## config.mk

```make
export PLATFORM = sky130hd
export DESIGN_NAME = stat_bank
export DESIGN_NICKNAME = d
export VERILOG_FILES = /design/src/rtl/stat_pkg.sv /design/src/rtl/stat_counter.sv /design/src/rtl/stat_rollover.sv /design/src/rtl/stat_regfile.sv /design/src/rtl/stat_bank.sv
export SDC_FILE = /design/constraint.sdc
export NUM_CORES = 2
export LEC_CHECK = 0
export BUFFER_PORTS_ARGS = -buffer_cell sky130_fd_sc_hd__buf_2
export CORE_MARGIN = 2
export CORE_UTILIZATION = 64
export DETAILED_ROUTE_END_ITERATION = 10
export PLACE_DENSITY = 0.78
export SLEW_MARGIN = 20
export SYNTH_ARGS = -nofsm -noshare
export SYNTH_HDL_FRONTEND = slang
export SYNTH_SLANG_ARGS = --single-unit
```

## constraint.sdc

```tcl
create_clock -name clk -period 4.6 [get_ports clk]
set_input_delay 0.69 -clock clk [delete_from_list [all_inputs] [get_ports clk]]
set_output_delay 0.69 -clock clk [all_outputs]
set_load 0.01 [all_outputs]
```

## src/rtl/stat_pkg.sv

```systemverilog
package stat_pkg;
  localparam int WORD_W     = 16;
  localparam int NUM_FWORD  = 4;
  localparam int FLAG_W     = WORD_W * NUM_FWORD;
  localparam int A_CTRL     = 0;
  localparam int A_ROLL0    = 1;
  localparam int A_MASK0    = 5;
  localparam int A_CNT_BASE = 16;
  localparam int CTRL_SNAP  = 0;
  localparam int CTRL_CLEAR = 1;

  // address of slice s (0 low, 1 mid, 2 upper) of counter i
  function automatic int cnt_addr(input int i, input int s);
    return A_CNT_BASE + 3 * i + s;
  endfunction

  // pick one 16-bit read word out of a zero-extended counter value
  function automatic logic [WORD_W-1:0] slice_word(input logic [47:0] v, input int s);
    logic [WORD_W-1:0] w;
    case (s)
      0:       w = v[15:0];
      1:       w = v[31:16];
      default: w = {8'h00, v[39:32]};
    endcase
    return w;
  endfunction
endpackage

```

## src/rtl/stat_counter.sv

```systemverilog
module stat_counter #(
  parameter int CNT_W  = 40,
  parameter int BYTE_W = 14,
  parameter bit IS_OCT = 1'b0
) (
  input  logic              clk,
  input  logic              rst_n,
  input  logic              ev,
  input  logic [BYTE_W-1:0] bytes,
  input  logic              clr,
  output logic [CNT_W-1:0]  cnt,
  output logic              wrap
);
  logic [CNT_W:0] inc;
  logic [CNT_W:0] sum;

  generate
    if (IS_OCT) begin : g_oct
      assign inc = {{(CNT_W + 1 - BYTE_W){1'b0}}, bytes};
    end else begin : g_frm
      logic unused_bytes;
      assign unused_bytes = ^bytes;
      assign inc = {{CNT_W{1'b0}}, 1'b1};
    end
  endgenerate

  assign sum  = {1'b0, cnt} + inc;
  assign wrap = ev && !clr && sum[CNT_W];

  always_ff @(posedge clk) begin
    if (!rst_n)   cnt <= '0;
    else if (clr) cnt <= '0;
    else if (ev)  cnt <= sum[CNT_W-1:0];
  end

  assert_clear_zero_R4: assert property (@(posedge clk) disable iff (!rst_n)
    clr |=> (cnt == '0));
  assert_idle_hold_R2: assert property (@(posedge clk) disable iff (!rst_n)
    (!clr && !ev) |=> $stable(cnt));
endmodule

```

## src/rtl/stat_rollover.sv

```systemverilog
module stat_rollover #(
  parameter int NUM_CNT = 24
) (
  input  logic                          clk,
  input  logic                          rst_n,
  input  logic [NUM_CNT-1:0]            set_vec,
  input  logic [stat_pkg::NUM_FWORD-1:0] clr_word,
  output logic [stat_pkg::FLAG_W-1:0]   flags
);
  import stat_pkg::*;
  logic [NUM_CNT-1:0] flag_q;

  generate
    for (genvar b = 0; b < NUM_CNT; b++) begin : g_bit
      always_ff @(posedge clk) begin
        if (!rst_n) flag_q[b] <= 1'b0;
        else        flag_q[b] <= set_vec[b] | (flag_q[b] & ~clr_word[b / WORD_W]);
      end

      assert_roll_set_R6: assert property (@(posedge clk) disable iff (!rst_n)
        set_vec[b] |=> flag_q[b]);
      assert_roll_clr_R7: assert property (@(posedge clk) disable iff (!rst_n)
        (clr_word[b / WORD_W] && !set_vec[b]) |=> !flag_q[b]);
    end
  endgenerate

  assign flags = FLAG_W'(flag_q);
endmodule

```

## src/rtl/stat_regfile.sv

```systemverilog
module stat_regfile #(
  parameter int NUM_CNT = 24,
  parameter int CNT_W   = 40,
  parameter int ADDR_W  = 8
) (
  input  logic                           clk,
  input  logic                           rst_n,
  input  logic [ADDR_W-1:0]              bus_addr,
  input  logic                           bus_wr,
  input  logic                           bus_rd,
  input  logic [stat_pkg::WORD_W-1:0]    bus_wdata,
  input  logic [NUM_CNT*CNT_W-1:0]       live_flat,
  input  logic [stat_pkg::FLAG_W-1:0]    flags,
  output logic                           snap_go,
  output logic                           clr_go,
  output logic [stat_pkg::NUM_FWORD-1:0] rd_roll_word,
  output logic [stat_pkg::FLAG_W-1:0]    mask_flat,
  output logic [stat_pkg::WORD_W-1:0]    bus_rdata
);
  import stat_pkg::*;
  localparam int SNAP_W = NUM_CNT * CNT_W;

  logic [SNAP_W-1:0] snap_flat;
  logic [WORD_W-1:0] mask_q [NUM_FWORD];
  logic [WORD_W-1:0] rd_mux;
  logic              ctrl_wr;

  assign ctrl_wr = bus_wr && (bus_addr == ADDR_W'(A_CTRL));
  assign snap_go = ctrl_wr && bus_wdata[CTRL_SNAP];
  assign clr_go  = ctrl_wr && bus_wdata[CTRL_CLEAR];

  generate
    for (genvar k = 0; k < NUM_FWORD; k++) begin : g_word
      assign rd_roll_word[k] = bus_rd && (bus_addr == ADDR_W'(A_ROLL0 + k));
      assign mask_flat[k*WORD_W +: WORD_W] = mask_q[k];
      always_ff @(posedge clk) begin
        if (!rst_n) mask_q[k] <= '0;
        else if (bus_wr && (bus_addr == ADDR_W'(A_MASK0 + k))) mask_q[k] <= bus_wdata;
      end
    end
  endgenerate

  always_ff @(posedge clk) begin
    if (!rst_n)       snap_flat <= '0;
    else if (snap_go) snap_flat <= live_flat;
  end

  always_comb begin
    rd_mux = '0;
    for (int k = 0; k < NUM_FWORD; k++) begin
      if (bus_addr == ADDR_W'(A_ROLL0 + k)) rd_mux = flags[k*WORD_W +: WORD_W];
      if (bus_addr == ADDR_W'(A_MASK0 + k)) rd_mux = mask_q[k];
    end
    for (int i = 0; i < NUM_CNT; i++) begin
      for (int s = 0; s < 3; s++) begin
        if (bus_addr == ADDR_W'(cnt_addr(i, s)))
          rd_mux = slice_word(48'(snap_flat[i*CNT_W +: CNT_W]), s);
      end
    end
  end

  always_ff @(posedge clk) begin
    if (!rst_n)      bus_rdata <= '0;
    else if (bus_rd) bus_rdata <= rd_mux;
  end

  assert_snap_copy_R3: assert property (@(posedge clk) disable iff (!rst_n)
    snap_go |=> (snap_flat == $past(live_flat)));
  assert_snap_hold_R3: assert property (@(posedge clk) disable iff (!rst_n)
    !snap_go |=> $stable(snap_flat));
endmodule

```

## src/rtl/stat_bank.sv

```systemverilog
module stat_bank #(
  parameter int NUM_CNT = 24,
  parameter int NUM_OCT = 2,
  parameter int CNT_W   = 40,
  parameter int BYTE_W  = 14,
  parameter int ADDR_W  = 8
) (
  input  logic               clk,
  input  logic               rst_n,
  input  logic [NUM_CNT-1:0] ev_pulse,
  input  logic [BYTE_W-1:0]  ev_bytes,
  input  logic [ADDR_W-1:0]  bus_addr,
  input  logic               bus_wr,
  input  logic               bus_rd,
  input  logic [15:0]        bus_wdata,
  output logic [15:0]        bus_rdata,
  output logic               irq
);
  import stat_pkg::*;

  logic [NUM_CNT*CNT_W-1:0] live_flat;
  logic [NUM_CNT-1:0]       wrap_vec;
  logic [FLAG_W-1:0]        flags;
  logic [FLAG_W-1:0]        mask_flat;
  logic [NUM_FWORD-1:0]     rd_roll_word;
  logic                     snap_go;
  logic                     clr_go;

  generate
    for (genvar i = 0; i < NUM_CNT; i++) begin : g_cnt
      stat_counter #(
        .CNT_W (CNT_W),
        .BYTE_W(BYTE_W),
        .IS_OCT(i < NUM_OCT)
      ) u_cnt (
        .clk  (clk),
        .rst_n(rst_n),
        .ev   (ev_pulse[i]),
        .bytes(ev_bytes),
        .clr  (clr_go),
        .cnt  (live_flat[i*CNT_W +: CNT_W]),
        .wrap (wrap_vec[i])
      );
    end
  endgenerate

  stat_rollover #(.NUM_CNT(NUM_CNT)) u_roll (
    .clk     (clk),
    .rst_n   (rst_n),
    .set_vec (wrap_vec),
    .clr_word(rd_roll_word),
    .flags   (flags)
  );

  stat_regfile #(
    .NUM_CNT(NUM_CNT),
    .CNT_W  (CNT_W),
    .ADDR_W (ADDR_W)
  ) u_regs (
    .clk         (clk),
    .rst_n       (rst_n),
    .bus_addr    (bus_addr),
    .bus_wr      (bus_wr),
    .bus_rd      (bus_rd),
    .bus_wdata   (bus_wdata),
    .live_flat   (live_flat),
    .flags       (flags),
    .snap_go     (snap_go),
    .clr_go      (clr_go),
    .rd_roll_word(rd_roll_word),
    .mask_flat   (mask_flat),
    .bus_rdata   (bus_rdata)
  );

  assign irq = |(flags & mask_flat);

  assert_irq_masked_R8: assert property (@(posedge clk) disable iff (!rst_n)
    (mask_flat == '0) |-> !irq);
  assert_irq_needs_flag_R8: assert property (@(posedge clk) disable iff (!rst_n)
    (flags == '0) |-> !irq);
endmodule

```

; After elaboration in Yosys (flattened, before gate mapping)
; Memories as Yosys holds them, arrays and structs flattened.
; Index checks and enable logic that the tools add are counted.
[word_totals]
ramBits = 64
mem_count = 1
in_bits = 66
word_cells = 369
output_inout_bits = 17
regBits = 1960
[op_classes]
bitwise = 56
muxes = 97
addsub = 24
reduce_logical = 61
n_eq_ne = 80
[memory_table]
columns = memory, words, width, read_ports, rd_clocked_by_memory_dff, wr, line
row1 = u_regs.mask_q, 4, 16, 4, 0, 4, stat_regfile.sv:24  ; logic [WORD_W-1:0] mask_q [NUM_FWORD];
[ops]
columns = operator, count
row1 = 16-bit 2-to-1 mux, 84
row2 = "40-bit by 1-bit adder with 41-bit output, second input constant", 22
row3 = "8-bit by 6-bit equality test with 1-bit output, second input constant", 32
row4 = "8-bit by 7-bit equality test with 1-bit output, second input constant", 24
row5 = "8-bit by 5-bit equality test with 1-bit output, second input constant", 16
row6 = 40-bit by 14-bit adder with 41-bit output, 2
row7 = 24-bit by 64-bit bitwise AND with 64-bit output, 1
row8 = 64-bit OR reduction, 1
row9 = 1-bit logical AND, 57
row10 = "8-bit by 3-bit equality test with 1-bit output, second input constant", 4
row11 = 1-bit bitwise OR, 28
row12 = 1-bit bitwise AND, 24
row13 = "8-bit by 2-bit equality test with 1-bit output, second input constant", 2
row14 = 1-bit 2-to-1 mux, 13
row15 = "8-bit by 1-bit equality test with 1-bit output, second input constant", 1
row16 = "8-bit by 4-bit equality test with 1-bit output, second input constant", 1
row17 = 8-bit zero test, 1
row18 = 1-bit NOT, 3
row19 = 2-bit OR reduction, 1
row20 = 1-bit zero test, 1

; Longest topological paths before layout
[logic_depth]
ltp_word = 81
depth_mapped = 15
ltp_nobuf = 12

; Hierarchy
; A second synthesis with hierarchy kept.
[hier_totals]
hier_cells = 12711
hier_area_um2 = 103888.4
[by_module_without_submodules]
columns = mod, area_per_inst_um2, cells_per_inst, instances, seq_area_each_um2
row1 = stat_regfile, 51200.4, 6498, 1, 21460.6
row2 = stat_counter at g_cnt[10].u_cnt ..., 2114.5, 251, 21, 800.8
row3 = stat_counter at g_cnt[0].u_cnt ..., 2417.3, 280, 2, 800.8
row4 = stat_counter at g_cnt[9].u_cnt, 1944.4, 229, 1, 800.8
row5 = stat_rollover, 1141.1, 116, 1, 480.5
row6 = stat_bank, 362.8, 37, 1, 0.0

; Worst setup path after synthesis
; No wires, ideal clock.
[synth_timing]
path_kind = input-to-reg
start = input bus_addr[1]
end = memory u_regs.mask_q[3][0] (netlist: u_regs.mask_q[1][16]), enable pin
arrival_ns = 3.304
path_buffers = 5
cell_stages = 7
t_required_ns = 4.189
slack_ns = 0.885
setup_time_ns = 0.411
cell_sequence = buf_2 -> buf_2 -> buf_2 -> or4b_2 -> clkbuf_1 -> clkbuf_1 -> o21ai_0
[synth_rtl]
columns = item, line
row1 = from (decl), stat_bank.sv:12  ; input logic [ADDR_W-1:0] bus_addr,
row2 = to (decl), stat_regfile.sv:24

; Worst setup path after layout
[layout_timing]
start = input bus_addr[0]
end = register u_regs.bus_rdata[1] (netlist name)
[layout_between]
elab_chain_cells = 81
elab_cells_between_ends = 160
cone_classes = eq/ne: 80 / mux: 80
[layout_lines]
columns = item, line
row1 = 8-bit by 1-bit equality test with 1-bit output, stat_regfile.sv:51  ; if (bus_addr == ADDR_W'(A_ROLL0 + k)) rd_mux = flags[k*WORD_W +: WORD_W];
row2 = 16-bit 2-to-1 mux, stat_regfile.sv:51
row3 = 16-bit 2-to-1 mux, stat_regfile.sv:52  ; if (bus_addr == ADDR_W'(A_MASK0 + k)) rd_mux = mask_q[k];
row4 = 16-bit 2-to-1 mux, stat_regfile.sv:51
row5 = 16-bit 2-to-1 mux, stat_regfile.sv:52
row6 = 16-bit 2-to-1 mux, stat_regfile.sv:51
row7 = 16-bit 2-to-1 mux, stat_regfile.sv:52
row8 = 16-bit 2-to-1 mux, stat_regfile.sv:51
row9 = 16-bit 2-to-1 mux, stat_regfile.sv:52
row10 = 16-bit 2-to-1 mux (71 in series), stat_regfile.sv:56  ; if (bus_addr == ADDR_W'(cnt_addr(i, s)))
row11 = 16-bit 2-to-1 mux (*), stat_regfile.sv:56
row12 = to (signal assigned), stat_regfile.sv:64  ; else if (bus_rd) bus_rdata <= rd_mux;
row13 = to (decl), stat_regfile.sv:18  ; output logic [stat_pkg::WORD_W-1:0] bus_rdata
; Mark *: on every way between the ends. The rest lies on a longest branch, timed or not.
; A chain may end at the register's enable or synchronous reset.

==> qor.csv <==
stage,metric,value,unit
sta,period_minus_slack,4250,ps
power,irDropWorstVdd,0.000469,V
floorplanning,coreArea,0.143,mm²
logic_synthesis,synth_top_cell_by_area,dfxtp_1,
setup_path,max_stage_delay,970,ps
global_routing,antenna_found_initial,34,
floorplanning,initial_utilization,0.642,
setup_path,cpMaxStageDelayCell,nor2_2,
route,routed_wl,358000,µm
clock_tree,htree_levels,4,
outcome,status,finished with violations,
finish,drive_gt1_frac,0.0719,
floorplanning,die_w,383,µm
sta,timing.slew.headroom,0.142,
clock_tree,cts.sinks,2024,
sta,hold_violations,0,
setup_path,path_class,in2reg,
setup_path,rr_worst_depth,10,
finish,final_area,0.102,mm²
global_routing,grt_use_total,0.471,
sta,clock_skew,62.7,ps
global_routing,grt_pass1_wl,521000,µm
setup_path,rr_startpoint,u_roll.flags[17],
clock_tree,cts.hold.buffers_added,0,
logic_synthesis,synth_edf_count,64,
clock_tree,cts_tree,done,
clock_tree,cts_resized,0,
setup_path,worstSetupStartpointType,input pin,
route,ant_nets,0,
placement,portBuffers,82,
floorplanning,io_pins,83,
hold_path,hp-class,in2reg,
setup_path,arrival,5040,ps
route,route.detailed.drc,1,
placement,gp_congestion,1.11,
finish,regArea,0.0412,mm²
flow_run,cap_viol_max_count,0,
clock_tree,numCtsBuffers,200,
setup_path,rr_endpoint,u_regs.bus_rdata[1],
sta,setup_viol,0,
clock_tree,cts_setup_buffers,0,
sta,setup_tns,0,ps
logic_synthesis,synth_area,0.0919,mm²
global_routing,grt-ovfl-total,0,
sta,rsz0062_at_grt,no,
hold_path,hold-path-endpoint,g_cnt[15].u_cnt.cnt[0],
sta,drv_slew,0,
placement,dp_hpwl,259000,µm
sta,timing.hold.ws,168,ps
finish,final_nets,11300,
route,viasPerCell,6.57,
setup_path,cp-end-kind,flip-flop,
sta,fin_ws,346,ps
logic_synthesis,synth_seq_area_share,0.448,
finish,fillCellCount,10800,
setup_path,worstPathRequired,5380,ps
clock_tree,clk_pin_slew_worst_paths,60,ps
logic_synthesis,synth_cell_type_count,97,
clock_tree,insertion_delay,860,ps
logic_synthesis,synth_top_cells_by_area,"dfxtp_1, nand2_1, a21boi_0, xor2_1, nor2_1",
sta,tightest_slew,1280,ps
outcome,violations,DRC,
route,via_count,87200,
finish,syn2layout_area_growth,11.2,%
logic_synthesis,yosys_warnings,0,
route,drt_iter0_markers,12900,
global_routing,grt_max_degree,221,
logic_synthesis,syn_nets,11400,
logic_synthesis,syn_inst,11300,
finish,multi_input_area,0.0479,mm²
logic_synthesis,synth-seq-cells,2024,
power,p_leak,34.9,nW
setup_path,crit_fanout,34,
logic_synthesis,synth_ff_type,dfxtp_1,
sta,fmax,235,MHz
logic_synthesis,synth.avg_cell_area,8.13,µm²
global_routing,grt_pass1_vias,81000,
floorplanning,rows,139,
hold_path,holdCritStartpoint,ev_pulse[15],
setup_path,r2r_setup_slack,940,ps
power,power.density,369,mW/mm²
logic_synthesis,synth_top_cells_by_count,"nand2_1, dfxtp_1, nor2_1",
route,firstDrtPassIters,11,
clock_tree,clockBufferDepth,3,
placement,post-place-ws,-112,ps
logic_synthesis,synth.most_common_cell,nand2_1,
floorplanning,die_area,0.147,mm²
logic_synthesis,synthDominantCellAreaShare,0.427,
placement,dpl_cell_area,0.0950,mm²
floorplanning,die_y,383,µm
clock_tree,cts_root_buf,clkbuf_16,
setup_path,path_cells,"buf_6, buf_12, or2_2, nor2_2, a221oi_1, a21oi_1, o21ai_0, a222oi_1, buf_4, o21ai_1, a211oi_1, a21o_1",
sta,post-route-period-util,0.925,
logic_synthesis,synth_async_sr_flop_share,0,
hold_path,min_path_cells,3,
route,wl_per_cell,27.0,µm
==> registers in the layout (all words and copies together), names as in the netlist <==
signal            cells
u_regs.bus_rdata     16
u_regs.snap_flat    960
u_roll.flags         24
g_cnt.u_cnt.cnt     960
u_regs.mask_q        64
==> worst max-delay path by stage <==
stage / depth (start not counted) / from / slack [ps] / to
5_1_grt: 12 / bus_addr[0] / 530 / u_regs.bus_rdata[1]
3_3_place_gp: 12 / bus_addr[0] / -60 / u_regs.bus_rdata[7]
3_5_place_dp: 12 / bus_addr[0] / -110 / u_regs.bus_rdata[7]
4_1_cts: 12 / bus_addr[0] / 740 / u_regs.bus_rdata[7]
2_1_floorplan: 7 / bus_addr[1] / 890 / u_regs.mask_q[1][16]
6_report: 12 / bus_addr[0] / 350 / u_regs.bus_rdata[1]
==> power by group <==
| part | internal (W) | switching [W] |
|---|---|---|
| logic | 0.000683 | 0.00139 |
| registers | 0.0177 | 0.000138 |
| clock network | 0.0104 | 0.00737 |
| total | 0.0288 | 0.00889 |
==> cells by family (layout without fill, tap and decap cells) <==
group           after synthesis  after routing  share of synthesized area
simple gates               5085           5085                      0.242
fa+ha+maj                    52             52                    0.00724
other cells                   0             21                          0
compound gates             2459           2459                      0.182
xor+xnor                    796            796                     0.0758
flops                      2024           2024                      0.448
buf+inv                     783            824                     0.0339
mux                         106            106                     0.0120
==> worst max-delay path, delay by kind of cell <==
kind | cells | cell delay (ps)
compound gates | 7 | 2300
buf+inv | 3 | 610
simple gates | 2 | 1390
==> layout by cell type, fill, tap and decap left out, types with 26 or more instances in the layout <==
cell,synthesis,final
a22oi_1,112,112
o211ai_1,45,45
a211oi_1,33,33
and4_1,68,68
clkinv_2,0,37
nand3_1,365,363
a21oi_1,409,408
inv_1,73,72
nor2_1,1171,1166
edfxtp_1,64,64
nor2b_1,43,40
ha_1,50,50
nand2_1,2583,2582
and2_1,115,113
nor3_1,99,98
o21ai_0,391,386
a21boi_0,887,887
a22o_1,32,32
and3_1,170,169
a221oi_1,37,37
o221ai_1,53,53
clkbuf_1,559,32
nand4_1,192,192
buf_4,7,248
nor4_1,26,26
buf_12,0,50
a31oi_1,44,44
o22ai_1,95,95
clkbuf_16,0,206
mux2i_1,88,88
or3_1,143,143
a21boi_1,83,83
buf_2,118,77
xnor2_1,249,249
xor2_1,547,547
clkbuf_8,0,49
dfxtp_1,1960,1960
==> layer usage <==
metal  global-route usage  vias to the layer above  part of all wire
li1                     -                    38400                 -
met1                0.633                    42100              0.39
met2                0.664                     5507              0.41
met3                0.169                     1122              0.15
met4                0.234                       24             0.059
met5                    0                        -           0.00048
==> stage by stage <==
step / power, W / util / cells
after floorplan: 0.0194 / - / 11300
final: 0.0377 / 0.715 / 13300
after CTS: 0.0376 / 0.714 / 13200
after global routing: 0.0385 / 0.714 / 13300
after global placement: 0.0202 / 0.664 / 12900
after detailed placement: 0.0202 / 0.664 / 12900
==> layout make-up <==
| cell class | count | area share |
|---|---|---|
| clock buffer | 287 | 0.0582 |
| tap | 1903 | 0.0233 |
| timing repair buffer | 379 | 0.0322 |
| sequential | 2024 | 0.402 |
| clock inverter | 85 | 0.0123 |
| multi-input combinational | 8498 | 0.468 |
| inverter | 73 | 0.00268 |
| antenna | 21 | 0.000514 |
Power figures use the tool's default switching activity.
